<file path="src/rtl/swdiv_pkg.sv">
package swdiv_pkg;
  localparam int SWALLOW_W_DEF = 4;
  localparam int MAIN_W_DEF    = 11;
  localparam int MIN_RATIO_DEF = 240;

  typedef enum logic {
    MOD_LOW  = 1'b0,   // prescaler divides by 2**SWALLOW_W
    MOD_HIGH = 1'b1    // prescaler divides by 2**SWALLOW_W + 1
  } psc_mode_e;
endpackage

</file>
<file path="src/rtl/swdiv_ratio_stage.sv">
module swdiv_ratio_stage #(
  parameter int A_W         = swdiv_pkg::SWALLOW_W_DEF,
  parameter int M_W         = swdiv_pkg::MAIN_W_DEF,
  parameter int MIN_RATIO   = swdiv_pkg::MIN_RATIO_DEF,
  parameter int RESET_RATIO = swdiv_pkg::MIN_RATIO_DEF,
  localparam int W          = A_W + M_W
) (
  input  logic           clk,
  input  logic           rst,
  input  logic           in_valid,
  output logic           in_ready,
  input  logic [W-1:0]   in_word,
  input  logic           cycle_end,
  output logic [M_W-1:0] nxt_m,
  output logic [A_W-1:0] nxt_a,
  output logic           fault
);
  localparam logic [W-1:0] MIN_WORD = W'(MIN_RATIO);
  localparam logic [W-1:0] RST_WORD = W'(RESET_RATIO);

  logic [W-1:0] pend_word;
  logic         pend_full;
  logic [W-1:0] act_word;
  logic [W-1:0] load_word;
  logic         accept;
  logic         word_ok;
  logic [M_W-1:0] in_m;
  logic [A_W-1:0] in_a;

  assign in_ready = !pend_full;
  assign accept   = in_valid && in_ready;
  assign in_m     = in_word[W-1:A_W];
  assign in_a     = in_word[A_W-1:0];
  // the swallow count must not exceed the main count, and the ratio must be in range
  assign word_ok  = (in_word >= MIN_WORD) && (in_m >= M_W'(in_a));

  always_ff @(posedge clk) begin
    if (rst) begin
      pend_word <= RST_WORD;
      pend_full <= 1'b0;
      act_word  <= RST_WORD;
      fault     <= 1'b0;
    end else if (accept) begin
      pend_word <= word_ok ? in_word : MIN_WORD;
      pend_full <= 1'b1;
      fault     <= !word_ok;
    end else if (cycle_end && pend_full) begin
      act_word  <= pend_word;
      pend_full <= 1'b0;
    end
  end

  // look-ahead: the reload at a boundary sees the held word directly
  assign load_word = pend_full ? pend_word : act_word;
  assign nxt_m     = load_word[W-1:A_W];
  assign nxt_a     = load_word[A_W-1:0];
endmodule

</file>
<file path="src/rtl/swdiv_prescaler.sv">
module swdiv_prescaler #(
  parameter int A_W         = swdiv_pkg::SWALLOW_W_DEF,
  parameter bit RESET_LONG  = 1'b0,
  localparam int BASE       = 1 << A_W,
  localparam int PC_W       = A_W + 1
) (
  input  logic                 clk,
  input  logic                 rst,
  input  swdiv_pkg::psc_mode_e next_mode,
  output logic                 psc_tick
);
  import swdiv_pkg::*;

  localparam logic [PC_W-1:0] LEN_LOW_M1  = PC_W'(BASE - 1);
  localparam logic [PC_W-1:0] LEN_HIGH_M1 = PC_W'(BASE);

  logic [PC_W-1:0] pc;

  assign psc_tick = (pc == '0);

  always_ff @(posedge clk) begin
    if (rst) begin
      pc <= RESET_LONG ? LEN_HIGH_M1 : LEN_LOW_M1;
    end else if (psc_tick) begin
      pc <= (next_mode == MOD_HIGH) ? LEN_HIGH_M1 : LEN_LOW_M1;
    end else begin
      pc <= pc - PC_W'(1);
    end
  end
endmodule

</file>
<file path="src/rtl/swdiv_cycle_ctrl.sv">
module swdiv_cycle_ctrl #(
  parameter int A_W         = swdiv_pkg::SWALLOW_W_DEF,
  parameter int M_W         = swdiv_pkg::MAIN_W_DEF,
  parameter int RESET_RATIO = swdiv_pkg::MIN_RATIO_DEF
) (
  input  logic                 clk,
  input  logic                 rst,
  input  logic                 psc_tick,
  input  logic [M_W-1:0]       load_m,
  input  logic [A_W-1:0]       load_a,
  output swdiv_pkg::psc_mode_e next_mode,
  output logic                 cycle_end
);
  import swdiv_pkg::*;

  localparam logic [M_W-1:0] RST_M = M_W'(RESET_RATIO >> A_W);
  localparam logic [A_W-1:0] RST_A = A_W'(RESET_RATIO % (1 << A_W));

  logic [M_W-1:0] m_rem;   // prescaler cycles left, including the current one
  logic [A_W-1:0] a_rem;   // long (+1) prescaler cycles left, including the current one
  logic [A_W-1:0] a_dec;

  assign cycle_end = psc_tick && (m_rem == M_W'(1));
  assign a_dec     = (a_rem != '0) ? a_rem - A_W'(1) : '0;

  always_comb begin
    if (cycle_end) next_mode = (load_a != '0) ? MOD_HIGH : MOD_LOW;
    else           next_mode = (a_dec  != '0) ? MOD_HIGH : MOD_LOW;
  end

  always_ff @(posedge clk) begin
    if (rst) begin
      m_rem <= RST_M;
      a_rem <= RST_A;
    end else if (psc_tick) begin
      if (cycle_end) begin
        m_rem <= load_m;
        a_rem <= load_a;
      end else begin
        m_rem <= m_rem - M_W'(1);
        a_rem <= a_dec;
      end
    end
  end
endmodule

</file>
<file path="src/rtl/swallow_divider.sv">
module swallow_divider #(
  parameter int A_W         = swdiv_pkg::SWALLOW_W_DEF,
  parameter int M_W         = swdiv_pkg::MAIN_W_DEF,
  parameter int MIN_RATIO   = swdiv_pkg::MIN_RATIO_DEF,
  parameter int RESET_RATIO = swdiv_pkg::MIN_RATIO_DEF,
  localparam int W          = A_W + M_W
) (
  input  logic         clk,
  input  logic         rst,
  input  logic         ratio_valid,
  output logic         ratio_ready,
  input  logic [W-1:0] ratio_word,
  output logic         div_pulse,
  output logic         div_half,
  output logic         ratio_fault
);
  import swdiv_pkg::*;

  localparam bit RESET_LONG = (RESET_RATIO % (1 << A_W)) != 0;

  logic [M_W-1:0] nxt_m;
  logic [A_W-1:0] nxt_a;
  logic           cycle_end;
  logic           psc_tick;
  psc_mode_e      next_mode;

  swdiv_ratio_stage #(
    .A_W(A_W), .M_W(M_W), .MIN_RATIO(MIN_RATIO), .RESET_RATIO(RESET_RATIO)
  ) ratio_i (
    .clk(clk), .rst(rst),
    .in_valid(ratio_valid), .in_ready(ratio_ready), .in_word(ratio_word),
    .cycle_end(cycle_end),
    .nxt_m(nxt_m), .nxt_a(nxt_a), .fault(ratio_fault)
  );

  swdiv_prescaler #(
    .A_W(A_W), .RESET_LONG(RESET_LONG)
  ) psc_i (
    .clk(clk), .rst(rst), .next_mode(next_mode), .psc_tick(psc_tick)
  );

  swdiv_cycle_ctrl #(
    .A_W(A_W), .M_W(M_W), .RESET_RATIO(RESET_RATIO)
  ) ctrl_i (
    .clk(clk), .rst(rst), .psc_tick(psc_tick),
    .load_m(nxt_m), .load_a(nxt_a),
    .next_mode(next_mode), .cycle_end(cycle_end)
  );

  always_ff @(posedge clk) begin
    if (rst) begin
      div_pulse <= 1'b0;
      div_half  <= 1'b0;
    end else begin
      div_pulse <= cycle_end;
      div_half  <= div_half ^ cycle_end;
    end
  end
endmodule

</file>
<file path="config.mk">
export PLATFORM = sky130hd
export DESIGN_NAME = swallow_divider
export DESIGN_NICKNAME = d
export VERILOG_FILES = /design/src/rtl/swdiv_pkg.sv /design/src/rtl/swdiv_ratio_stage.sv /design/src/rtl/swdiv_prescaler.sv /design/src/rtl/swdiv_cycle_ctrl.sv /design/src/rtl/swallow_divider.sv
export SDC_FILE = /design/constraint.sdc
export NUM_CORES = 1
export LEC_CHECK = 0
export CAP_MARGIN = 10
export CORE_UTILIZATION = 54
export CTS_BUF_LIST = sky130_fd_sc_hd__clkbuf_2 sky130_fd_sc_hd__clkbuf_4 sky130_fd_sc_hd__clkbuf_8
export DETAILED_ROUTE_END_ITERATION = 16
export PLACE_DENSITY = 0.78
export REMOVE_ABC_BUFFERS = 1
export SYNTH_ARGS = -nofsm -noshare
export SYNTH_HDL_FRONTEND = slang
export SYNTH_SLANG_ARGS = --single-unit
</file>
<file path="constraint.sdc">
create_clock -name clk -period 1.96 [get_ports clk]
set_clock_uncertainty 0.05 [all_clocks]
set_input_delay 0.196 -clock clk [delete_from_list [all_inputs] [get_ports clk]]
set_output_delay 0.196 -clock clk [all_outputs]
set_load 0.03 [all_outputs]
</file>
==> flow_metrics.tcl, run 1 <==
set metrics [dict create \
    antenna_violating_nets_post_route 0 \
    antennaDiodeCount 0 \
    power_density_nw_per_um2 572 \
    h-tree-depth 2 \
    postSynthAreaPerCell_um2 8.93 \
    proportion_of_synthesized_chip_area_in_sequential_cells_pct 39.1 \
    grt_max_degree 30 \
    hpwl_um 4840 \
    worst-endpoint-arrival_ns 2.12 \
    fin_worst_hold_slack_ns 0.400 \
    worst_slew_margin_rel_pct 73.7 \
    placementRows 25 \
    max_freq_ghz 0.520 \
    via_count 2553 \
    i_o_pins 22 \
    layout.core_utilization_pct 71.8 \
    core_region_area_um2 4820 \
    cp-start-kind "register" \
    area_growth_pct 25.0 \
    setup-tns-final_ns 0 \
    postSynthCellCount 310 \
    final_layout_size_suffix_gt1_share_pct 22.4 \
    synth-edff-count 0 \
    status "finished clean" \
    post-route-period-util_pct 98.0 \
    synth-seq-cells 54 \
    cts_hold_buffers 0 \
    floorplan.initialDensity_pct 57.5 \
    timing.final.max_slew_violations 0 \
    timing_worst_slew_pin_value_ns 0.393 \
    type_of_the_worst_min_delay_path "in -> reg" \
    timing.final.ws_setup_ns 0.0385 \
    fin_cells 429 \
    p_leak_nw 1.41 \
    die_width_um 73.6 \
    tritoncts "built" \
    first_pass_iters 7 \
    inserted_clock_buffers 5 \
    grt_pass1_wl_um 10700 \
    clock_sinks 54 \
    cts_root_buf "sky130_fd_sc_hd__clkbuf_8" \
    drc 0 \
    io_buffers 21 \
    place_congestion 0.947 \
    synth_async_sr_flop_share_pct 0 \
    final-setup-viol-count 0 \
    gr-usage-all-layers_pct 25.8 \
    drt_wl_total_um 6750 \
    number_of_global_route_vias_before_repair 2387 \
    post_synth_num_cell_types 59 \
    layout_min_cycle_time_ns 1.92 \
    die_footprint_um2 5420 \
    final-hold-violation-count 0 \
    path_clk_slew_ns 0.11 \
    multi_input_area_um2 1570 \
    peakVddDrop_uv 378 \
    avgRoutedWirePerCell_um 15.7 \
    drtIter0Drc 228 \
    path_class "reg -> reg" \
    clkLatencyLatePin_ns 0.31 \
    clockBufferDepth 2 \
    dpl_worst_slack_ns -0.00371 \
    antenna_found_initial 0 \
    place.detailed.instances 415 \
    netlist_area_um2 2770 \
    sequential_cell_area_um2 1080 \
    worst_ep_required_time_ns 2.16 \
    maxcap_viol_count 0 \
    crit_path_end_kind "register" \
    final_global_route_overflow_total 0 \
    crit_path_max_fanout 6 \
    chipHeight_um 73.6 \
    rsz0062_at_grt "true" \
    nets 387 \
    yosys_most_used_dff "sky130_fd_sc_hd__dfxtp_1" \
    detail_route.vias_per_cell 5.95 \
    num-fill-cells 385 \
    ys_warn_count 0 \
]
-- final timing paths --
path	startpoint	end	slack, ns	depth (start not counted)
hold / removal	ratio_word[10]	ratio_i.pend_word[10]	0.40	3
setup reg to reg	ctrl_i.m_rem[1]	ctrl_i.m_rem[5]	0.04	7
setup / recovery	ctrl_i.m_rem[1]	ctrl_i.m_rem[5]	0.04	7
hold reg to reg	ratio_i.act_word[7]	ratio_i.act_word[7]	0.42	2
-- report_power, final --
part	leakage (nW)	internal [W]	switching [W]
clock	0.0447	0.000259	0.000387
combinational	0.925	0.0000936	0.0000939
sequential	0.438	0.00112	0.0000244
-- worst max-delay path: stages, from the launching register on --
cell,delay [ns]
sky130_fd_sc_hd__dfxtp_2,0.34
sky130_fd_sc_hd__inv_2,0.07
sky130_fd_sc_hd__ha_4,0.12
sky130_fd_sc_hd__or4b_4,0.51
sky130_fd_sc_hd__buf_4,0.19
sky130_fd_sc_hd__nor4_1,0.29
sky130_fd_sc_hd__o21ai_0,0.12
sky130_fd_sc_hd__a21oi_1,0.16
-- Yosys cell counts (2+ instances only) --
cell type	instances	area, um2
sky130_fd_sc_hd__a211oi_1	5	37.5
sky130_fd_sc_hd__nand2_1	29	109
sky130_fd_sc_hd__o2111a_1	2	22.5
sky130_fd_sc_hd__o31ai_1	6	45.0
sky130_fd_sc_hd__a32o_1	2	20.0
sky130_fd_sc_hd__ha_1	8	100
sky130_fd_sc_hd__a22oi_1	2	15.0
sky130_fd_sc_hd__a41oi_1	2	17.5
sky130_fd_sc_hd__nor2b_1	3	18.8
sky130_fd_sc_hd__xor2_1	2	17.5
sky130_fd_sc_hd__nand3_1	2	10.0
sky130_fd_sc_hd__mux2i_1	23	230
sky130_fd_sc_hd__a31oi_1	5	31.3
sky130_fd_sc_hd__nand4_1	6	37.5
sky130_fd_sc_hd__o21ai_0	16	80.1
sky130_fd_sc_hd__a21oi_1	20	100
sky130_fd_sc_hd__nor4_1	6	37.5
sky130_fd_sc_hd__o211ai_1	2	15.0
sky130_fd_sc_hd__o2bb2ai_1	2	17.5
sky130_fd_sc_hd__buf_6	3	33.8
sky130_fd_sc_hd__o22a_1	4	35.0
sky130_fd_sc_hd__or2_2	2	12.5
sky130_fd_sc_hd__inv_1	16	60.1
sky130_fd_sc_hd__dfxtp_1	54	1080
sky130_fd_sc_hd__clkbuf_1	14	52.6
sky130_fd_sc_hd__mux2_2	5	56.3
sky130_fd_sc_hd__nor2_1	27	101
sky130_fd_sc_hd__nor3_1	10	50.1
sky130_fd_sc_hd__buf_2	2	10.0
-- registers in the layout, indices dropped and copies added, names as in the netlist --
register / flops
ctrl_i.a_rem: 4
ctrl_i.m_rem: 11
div_half: 1
div_pulse: 1
psc_i.pc: 5
ratio_i.act_word: 15
ratio_i.fault: 1
ratio_i.pend_full: 1
ratio_i.pend_word: 15
-- kinds of logic (layout without fill, tap and decap cells) --
family / count (synthesis) / after routing / synth area share [%]
compound gates: 79 / 79 / 19.4
simple gates: 102 / 102 / 20.5
mux: 29 / 29 / 10.8
flops: 54 / 54 / 39.1
buf+inv: 35 / 87 / 5.65
fa+ha+maj: 8 / 8 / 3.62
xor+xnor: 3 / 3 / 0.950
-- timing repair --
item                                    4_1_cts  5_1_grt
buffers inserted                              0        6
endpoints found under the setup margin        7       16
pin swaps                                     2        2
gates resized for setup                       0       15
-- cells in the final DEF (no fill, tap or decap), types with 3 or more instances in the layout --
| cell | synthesis | routed |
|---|---|---|
| sky130_fd_sc_hd__a211oi_1 | 5 | 5 |
| sky130_fd_sc_hd__a21oi_1 | 20 | 20 |
| sky130_fd_sc_hd__a31oi_1 | 5 | 5 |
| sky130_fd_sc_hd__buf_12 | 0 | 3 |
| sky130_fd_sc_hd__buf_4 | 0 | 37 |
| sky130_fd_sc_hd__clkbuf_8 | 0 | 5 |
| sky130_fd_sc_hd__clkdlybuf4s50_1 | 0 | 21 |
| sky130_fd_sc_hd__dfxtp_1 | 54 | 51 |
| sky130_fd_sc_hd__dfxtp_2 | 0 | 3 |
| sky130_fd_sc_hd__ha_1 | 8 | 6 |
| sky130_fd_sc_hd__inv_1 | 16 | 15 |
| sky130_fd_sc_hd__mux2_2 | 5 | 5 |
| sky130_fd_sc_hd__mux2i_1 | 23 | 23 |
| sky130_fd_sc_hd__nand2_1 | 29 | 29 |
| sky130_fd_sc_hd__nand4_1 | 6 | 6 |
| sky130_fd_sc_hd__nor2_1 | 27 | 26 |
| sky130_fd_sc_hd__nor2b_1 | 3 | 3 |
| sky130_fd_sc_hd__nor3_1 | 10 | 10 |
| sky130_fd_sc_hd__nor4_1 | 6 | 6 |
| sky130_fd_sc_hd__o21ai_0 | 16 | 16 |
| sky130_fd_sc_hd__o22a_1 | 4 | 4 |
| sky130_fd_sc_hd__o31ai_1 | 6 | 6 |
-- through the flow --
stage	total power (W)	instance area, um2
finish	0.00198	3460
global route	0.00207	3460
CTS	0.00198	3370
detailed placement	0.00136	3270
global placement	0.00135	3270
floorplan	0.00125	2670
-- per-layer routing --
metal | routed length (um) | vias up | global-route usage [%] | part of all wire (%)
met5 | 0 | - | 0 | 0
met1 | 2990 | 1195 | 32.9 | 44
met3 | 433 | 16 | 4.80 | 6.4
li1 | - | 1232 | - | -
met4 | 114 | 0 | 9.83 | 1.7
met2 | 3220 | 110 | 43.3 | 48
-- final cells by class --
type	count	area share, %
tap	67	2.42
clock inverter	3	0.723
clock buffer	5	1.99
multi-input combinational	221	45.3
inverter	16	1.74
timing repair buffer	63	16.5
sequential	54	31.3
(Power assumes the default switching activity.)
==> run 2: changes to the inputs <==
Settings changed: CORE_UTILIZATION 54 to 45, GPL_ROUTABILITY_DRIVEN set to 0.
==> run 2 against run 1 <==
Compared with the run above:
- the flow now finishes with violations (setup timing)
- power rose by 1.5%
- first-iteration DRC count is 15% lower
- setup slack got worse by 0.047 ns
- sequential share of layout area decreased by 0.61 points
- register-to-register slack worse by 0.05 ns
- cell area up 2.0%
- hold slack lost 0.011 ns
- largest power group unchanged
- highest routed layer unchanged
==> flow_metrics.tcl, run 2 (synthesis results as in run 1) <==
set metrics [dict create \
    hpwl_um 5020 \
    peakVddDrop_uv 368 \
    grt_max_degree 29 \
    violations "setup timing" \
    placementRows 28 \
    crit_buf_inv 2 \
    h-tree-depth 2 \
    timing.final.ws_setup_ns -0.00823 \
    cp-start-kind "register" \
    via_count 2592 \
    reg.largest.list "ratio_i.act_word (15), ratio_i.pend_word (15), ctrl_i.m_rem (11)" \
    comb_power_share_pct 9.5 \
    die_footprint_um2 6470 \
    post-route-period-util_pct 100 \
    timing.final.max_slew_violations 0 \
    worstRegToRegCells 7 \
    p_leak_nw 1.41 \
    internal_power_w 0.00148 \
    grt_pass1_wl_um 11100 \
    num-fill-cells 514 \
    cp_slowest_stage_delay_ns 0.51 \
    avgRoutedWirePerCell_um 16.6 \
    max_freq_ghz 0.508 \
    mostFrequentLayoutCell "sky130_fd_sc_hd__dfxtp_1" \
    clkLatencyLatePin_ns 0.32 \
    drt_wl_total_um 7240 \
    chipHeight_um 80.4 \
    i_o_pins 22 \
    dpl_worst_slack_ns -0.0130 \
    crit_path_end_kind "register" \
    clkPwrFrac_pct 33.4 \
    gr-usage-all-layers_pct 22.5 \
    layout_min_cycle_time_ns 1.97 \
    timing_worst_slew_pin_value_ns 0.456 \
    inserted_clock_buffers 5 \
    number_of_global_route_vias_before_repair 2370 \
    most-common-layout-cells "sky130_fd_sc_hd__dfxtp_1 (51), sky130_fd_sc_hd__buf_4 (35), sky130_fd_sc_hd__nand2_1 (29)" \
    worst_slew_margin_rel_pct 69.5 \
    switchingPower_w 0.000528 \
    area_growth_pct 27.5 \
    floorplan.initialDensity_pct 46.7 \
    crit_path_max_fanout 4 \
    drc 0 \
    io_buffers 21 \
    detail_route.vias_per_cell 5.93 \
    antenna_found_initial 0 \
    worst-endpoint-arrival_ns 2.15 \
    rsz0062_at_grt "true" \
    power_density_nw_per_um2 569 \
    nets 387 \
    antennaDiodeCount 0 \
    sequential_cell_area_um2 1080 \
    maxcap_viol_count 0 \
    path_clk_slew_ns 0.11 \
    tritoncts "built" \
    min_path_cells 3 \
    final_global_route_overflow_total 0 \
    first_pass_iters 5 \
    crit_cells 7 \
    p_total_w 0.00201 \
    final-setup-viol-count 1 \
    final_layout_size_suffix_gt1_share_pct 24.3 \
    slowest_cell_on_the_critical_path "sky130_fd_sc_hd__or4b_4" \
    multi_input_area_um2 1600 \
    cts_root_buf "sky130_fd_sc_hd__clkbuf_8" \
    power_frac_seq_pct 57.2 \
    clockBufferDepth 2 \
    drtIter0Drc 194 \
    path_class "reg -> reg" \
    die_width_um 80.4 \
    critical_path.cell_chain "inv_2 > ha_4 > or4b_4 > nor3_4 > buf_4 > mux2i_2 > a221oi_2" \
    final-hold-violation-count 0 \
    crit_family "simple AND/OR/NAND/NOR gates" \
    core_region_area_um2 5920 \
    p_sw_share_pct 26.3 \
    type_of_the_worst_min_delay_path "in -> reg" \
    antenna_violating_nets_post_route 0 \
    cts_hold_buffers 0 \
    status "finished with violations" \
    clock_sinks 54 \
    worst_ep_required_time_ns 2.14 \
]
[run 2: area by class of cell]
class / count / share of cell area (%)
timing repair buffer: 63 / 16.8
clock buffer: 5 / 1.95
sequential: 54 / 30.7
tap: 75 / 2.66
multi-input combinational: 221 / 45.4
clock inverter: 3 / 0.744
inverter: 16 / 1.70
[run 2: final timing paths]
path	startpoint	endpoint	slack, ns
max reg2reg	ctrl_i.m_rem[1]	ctrl_i.a_rem[2]	-0.008
min	ratio_word[11]	ratio_i.pend_word[11]	0.39
min reg2reg	ratio_i.pend_word[11]	ratio_i.pend_word[11]	0.43
max	ctrl_i.m_rem[1]	ctrl_i.a_rem[2]	-0.008
[run 2: routing by layer]
metal | track usage (%) | share of wire [%] | vias up
met1 | 30.2 | 44 | 1214
met3 | 3.98 | 6.6 | 20
met4 | 9.11 | 2.2 | 0
met5 | 0 | 0 | -
met2 | 35.5 | 47 | 116
li1 | - | - | 1242
[run 2: repair_timing]
action	in CTS	in global routing
pin swaps	2	4
buffers inserted	2	3
cloned	0	1
endpoints found under the setup margin	5	26
gates resized for setup	2	25
[run 2: worst register-to-register path: cells and delay by family, from the launching register on]
family | cells | cell delay, ns
AND/OR/NAND/NOR | 2 | 0.79
flip-flops | 1 | 0.34
AO/OA/AOI/OAI | 1 | 0.28
buffers and inverters | 2 | 0.23
adder cells (fa/ha/maj) | 1 | 0.12
multiplexers | 1 | 0.07
[run 2: stage by stage]
step | instance area (um2) | std cells | util (%) | setup TNS, ns | hold WS, ns
4_1_cts | 3390 | 433 | 57.2 | 0 | 0.387
3_3_place_gp | 3270 | 423 | 55.2 | 0 | 0.379
6_report | 3530 | 437 | 59.6 | -0.00823 | 0.389
5_1_grt | 3530 | 437 | 59.6 | -0.104 | 0.405
3_5_place_dp | 3270 | 423 | 55.2 | -0.0291 | 0.393
2_1_floorplan | 2670 | 291 | - | -2.61 | 0.212
[run 2: power by group through the flow]
stage	combinational, W	sequential (W)	clock, W
after global placement	0.000182	0.00117	0
final	0.000190	0.00115	0.000671
after floorplan	0.0000799	0.00117	0
after detailed placement	0.000187	0.00117	0
after CTS	0.000188	0.00115	0.000678
after global routing	0.000208	0.00115	0.000718
